### config.mk
export PLATFORM = sky130hd
export DESIGN_NAME = tmx_sched_switch
export DESIGN_NICKNAME = d
export VERILOG_FILES = /design/src/rtl/tmx_sched_switch.sv
export SDC_FILE = /design/constraint.sdc
export NUM_CORES = 1
export LEC_CHECK = 0
export ABC_AREA = 1
export ABC_CLOCK_PERIOD_IN_PS = 1400
export BUFFER_PORTS_ARGS = -buffer_cell sky130_fd_sc_hd__buf_2
export CORE_ASPECT_RATIO = 0.8
export CORE_MARGIN = 4
export CORE_UTILIZATION = 48
export CTS_CLUSTER_SIZE = 12
export DETAILED_ROUTE_END_ITERATION = 16
export PLACE_DENSITY_LB_ADDON = 0.15
export SLEW_MARGIN = 25
export SYNTH_ARGS = -nofsm -noshare
export SYNTH_HDL_FRONTEND = slang
export SYNTH_SLANG_ARGS = --single-unit
### constraint.sdc
create_clock -name clk -period 1.4 [get_ports clk]
set_input_delay 0.14 -clock clk [delete_from_list [all_inputs] [get_ports clk]]
set_output_delay 0.14 -clock clk [all_outputs]
set_load 0.01 [all_outputs]
### src/rtl/tmx_sched_switch.sv
module tmx_sched_switch #(
  parameter int DATA_W    = 16,
  parameter int SCHED_LEN = 6,
  localparam int CNT_W    = (SCHED_LEN > 1) ? $clog2(SCHED_LEN) : 1
) (
  input  logic              clk,
  input  logic              rst_n,
  input  logic              run_en,
  input  logic              cfg_we,
  input  logic [CNT_W-1:0]  cfg_addr,
  input  logic [3:0]        cfg_data,
  input  logic [DATA_W-1:0] in0_data,
  input  logic [DATA_W-1:0] in1_data,
  output logic [DATA_W-1:0] out0_data,
  output logic              out0_valid,
  output logic [DATA_W-1:0] out1_data,
  output logic              out1_valid,
  output logic [CNT_W-1:0]  slot_idx
);
  localparam int          ENT_W = 4;
  localparam logic [CNT_W-1:0] LAST = CNT_W'(SCHED_LEN - 1);

  logic [ENT_W*SCHED_LEN-1:0] ctx_flat;
  logic [CNT_W-1:0]           slot_q;
  logic [ENT_W-1:0]           cur_ent;
  logic                       addr_ok;

  assign addr_ok  = {1'b0, cfg_addr} < (CNT_W+1)'(SCHED_LEN);
  assign cur_ent  = ctx_flat[{slot_q, 2'b00} +: ENT_W];
  assign slot_idx = slot_q;

  always_ff @(posedge clk or negedge rst_n) begin
    if (!rst_n)
      ctx_flat <= '0;
    else if (!run_en && cfg_we && addr_ok)
      ctx_flat[{cfg_addr, 2'b00} +: ENT_W] <= cfg_data;
  end

  always_ff @(posedge clk or negedge rst_n) begin
    if (!rst_n)          slot_q <= '0;
    else if (!run_en)    slot_q <= '0;
    else if (slot_q == LAST) slot_q <= '0;
    else                 slot_q <= slot_q + 1'b1;
  end

  always_ff @(posedge clk or negedge rst_n) begin
    if (!rst_n) begin
      out0_data  <= '0;
      out1_data  <= '0;
      out0_valid <= 1'b0;
      out1_valid <= 1'b0;
    end else if (run_en) begin
      out0_data  <= cur_ent[0] ? in1_data : in0_data;
      out0_valid <= cur_ent[1];
      out1_data  <= cur_ent[2] ? in1_data : in0_data;
      out1_valid <= cur_ent[3];
    end else begin
      out0_valid <= 1'b0;
      out1_valid <= 1'b0;
    end
  end
endmodule

==> impl_metrics.tcl <==
set metrics [dict create \
    antenna_found_initial 0 \
    dr.pass1.iters 5 \
    initial_core_util_pct 49.8 \
    status "finished with violations" \
    drtAntennaViolNets 0 \
    grt_pass1_wl_um 14600 \
    final_area_sq_um 4590 \
    worstSetupPathType "reg2reg" \
    worstHoldPathType "in2reg" \
    antenna-diode-count 0 \
    rsz0062_at_grt "true" \
    row_count 26 \
    nFillCells 488 \
    worst_pin_slew_ns 0.418 \
    top_level_ports 80 \
    cp_max_fo 8 \
    synth.net_count 471 \
    fmax_ghz 0.658 \
    cts_tree "built" \
    syn_avg_cell_area_sq_um 7.60 \
    grt_pass1_vias 3048 \
    irDropWorstVdd_mv 0.731 \
    grt_start_max_net_pins 62 \
    numCtsBuffers 9 \
    r2r-start "slot_idx[0]" \
    drt_wl_total_um 10000 \
    startpoint_type "flip-flop" \
    hold_viol 0 \
    yosysWarnings 0 \
    placed_area_sq_um 3950 \
    drv_slew 0 \
    period_share_pct 109 \
    critPathCaptureType "flip-flop" \
    grt_overflow 0 \
    htree_levels 3 \
    core_sq_um 6440 \
    r2r_end "out0_data[2]" \
    clk_pin_slew_ns 0.07 \
    power.density_nw_per_um2 1070 \
    violations "setup timing" \
    min_path_cells 3 \
    drive_gt1_share_pct 36.5 \
    stdcell_count 626 \
    route.vias.total 3350 \
    io_buffer_count 79 \
    area_growth_pct 43.1 \
    nets 586 \
    arrival_ns 1.81 \
    r2r_setup_slack_ns -0.12 \
    cts-root-buf "clkbuf_8" \
    synth_area_sq_um 3210 \
    post-route-util_pct 71.3 \
    dpl.cell_count 601 \
    min_period_ns 1.52 \
    ys_ff_latch 61 \
    viasPerCell 5.35 \
    hp-start "cfg_data[3]" \
    leakage_nw 2.47 \
    timing.slew.headroom_pct 72.1 \
    post_drt_wl_per_cell_um 16.0 \
    clockBufferDepth 2 \
    synth.distinct_cells 24 \
    cap_violations 0 \
    rr_worst_depth 8 \
    crit_start "slot_idx[0]" \
    report.final.setup_viol 32 \
    ys_seq_area_share_pct 47.6 \
    gp_congestion 0.897 \
    die_h_um 81.1 \
    fp.dieArea_sq_um 8060 \
    finClkSkew_ns 0.0115 \
    hold_path_end "ctx_flat[11]" \
    dp_hpwl_um 6250 \
    drt_iter0_drc 286 \
    synthCells 422 \
    worst_slack_ns -0.121 \
    clkSinkCount 61 \
    clk_latency_ns 0.35 \
    track_usage_pct 23.2 \
    drc 0 \
    die_w_um 99.4 \
    worstPathRequired_ns 1.69 \
]
## per-stage QoR
| step | TNS [ns] | setup slack [ns] | hold slack (ns) | power (mW) |
|---|---|---|---|---|
| 2_1_floorplan | 0 | 0.0166 | -0.156 | 2.64 |
| 3_3_place_gp | -1.29 | -0.0724 | 0.174 | 3.07 |
| 3_5_place_dp | -2.47 | -0.0972 | 0.178 | 3.09 |
| 4_1_cts | -1.11 | -0.0618 | 0.0737 | 4.83 |
| 5_1_grt | -3.61 | -0.179 | 0.0916 | 5.18 |
| 6_report | -1.78 | -0.121 | 0.0890 | 4.93 |
## Yosys cell counts (all sizes together)
| cell type | n | share of area, % |
|---|---|---|
| nand2 | 153 | 19 |
| nand3 | 78 | 12 |
| dfrtp | 61 | 48 |
| inv | 51 | 6.0 |
| o21ai | 29 | 4.5 |
| nor2 | 9 | 1.3 |
| buf | 8 | 2.1 |
| clkbuf | 7 | 0.82 |
| ha | 6 | 2.3 |
| o211ai | 5 | 2.0 |
| nand4 | 4 | 0.78 |
| or2 | 4 | 0.78 |
| a21oi | 3 | 0.47 |
| nor3 | 2 | 0.31 |
| clkinv | 1 | 0.12 |
| o31ai | 1 | 0.23 |
## worst max-delay path: stages (launching register included)
cell and delay (ns):
dfrtp_2 0.44, inv_4 0.08, buf_12 0.13, o211ai_4 0.26, buf_12 0.17, nand2_8 0.08
nand2_1 0.08, nand3_1 0.10, nand2_1 0.11
## kinds of logic after synthesis
group	Yosys count	synth area share, %
adders and majority gates	6	2.34
DFF	61	47.6
buffers and inverters	67	8.97
AOI/OAI and AO/OA	38	7.25
and+or+nand+nor	250	33.9
## layer usage
| metal | vias to the layer above | wire (um) | GRT usage [%] |
|---|---|---|---|
| li1 | 1592 | - | - |
| met1 | 1584 | 4450 | 33.5 |
| met2 | 150 | 4560 | 33.6 |
| met3 | 24 | 825 | 6.87 |
| met4 | 0 | 199 | 7.09 |
| met5 | - | 0 | 0 |
## cell type report
class / count / area [sq um] / share of cell area, %
clock buffers: 11 / 131 / 2.86
clock inverters: 5 / 75.1 / 1.64
inverters: 52 / 198 / 4.31
multi-input cells: 296 / 1750 / 38.1
flip-flops and latches: 61 / 1530 / 33.3
well taps: 84 / 105 / 2.29
repair buffers: 117 / 802 / 17.5
## where the power goes
group	switching [mW]	total, mW	leakage [nW]	internal, mW
Sequential	0.137	2.10	0.777	1.96
Combinational	0.676	1.15	1.59	0.479
Clock	0.686	1.68	0.107	0.994
Total	1.50	4.93	2.47	3.43
## placed cells by master (no fill, tap or decap), drive strengths merged
| cell type | n |
|---|---|
| a21oi | 3 |
| buf | 116 |
| bufinv | 2 |
| clkbuf | 11 |
| clkinv | 4 |
| dfrtp | 61 |
| dlygate4sd3 | 1 |
| ha | 6 |
| inv | 51 |
| nand2 | 155 |
| nand3 | 78 |
| nand4 | 4 |
| nor2 | 9 |
| nor3 | 2 |
| o211ai | 5 |
| o21ai | 29 |
| o31ai | 1 |
| or2 | 4 |
## registers in the layout, indices dropped and copies added, names as in the netlist
signal and flops:
out1_valid 1, out1_data 16, slot_idx 3, out0_data 16, ctx_flat 24, out0_valid 1
## worst max-delay path by stage
stage,endpoint,slack (ns),cells after the start
finish,out0_data[2],-0.12,8
global route,out0_data[2],-0.18,8
CTS,out0_data[14],-0.06,10
detailed placement,ctx_flat[12],-0.1,9
global placement,ctx_flat[12],-0.07,9
floorplan,out0_data[0],0.02,11
## what timing repair did
action                     4_1_cts  5_1_grt
gates cloned                     2        1
setup buffers                    1        4
resized for setup               25       45
hold buffers                     1        0
setup endpoints to repair       32       32
hold endpoints to repair        61        0
pin swaps                       21       28
(Power assumes the default switching activity.)
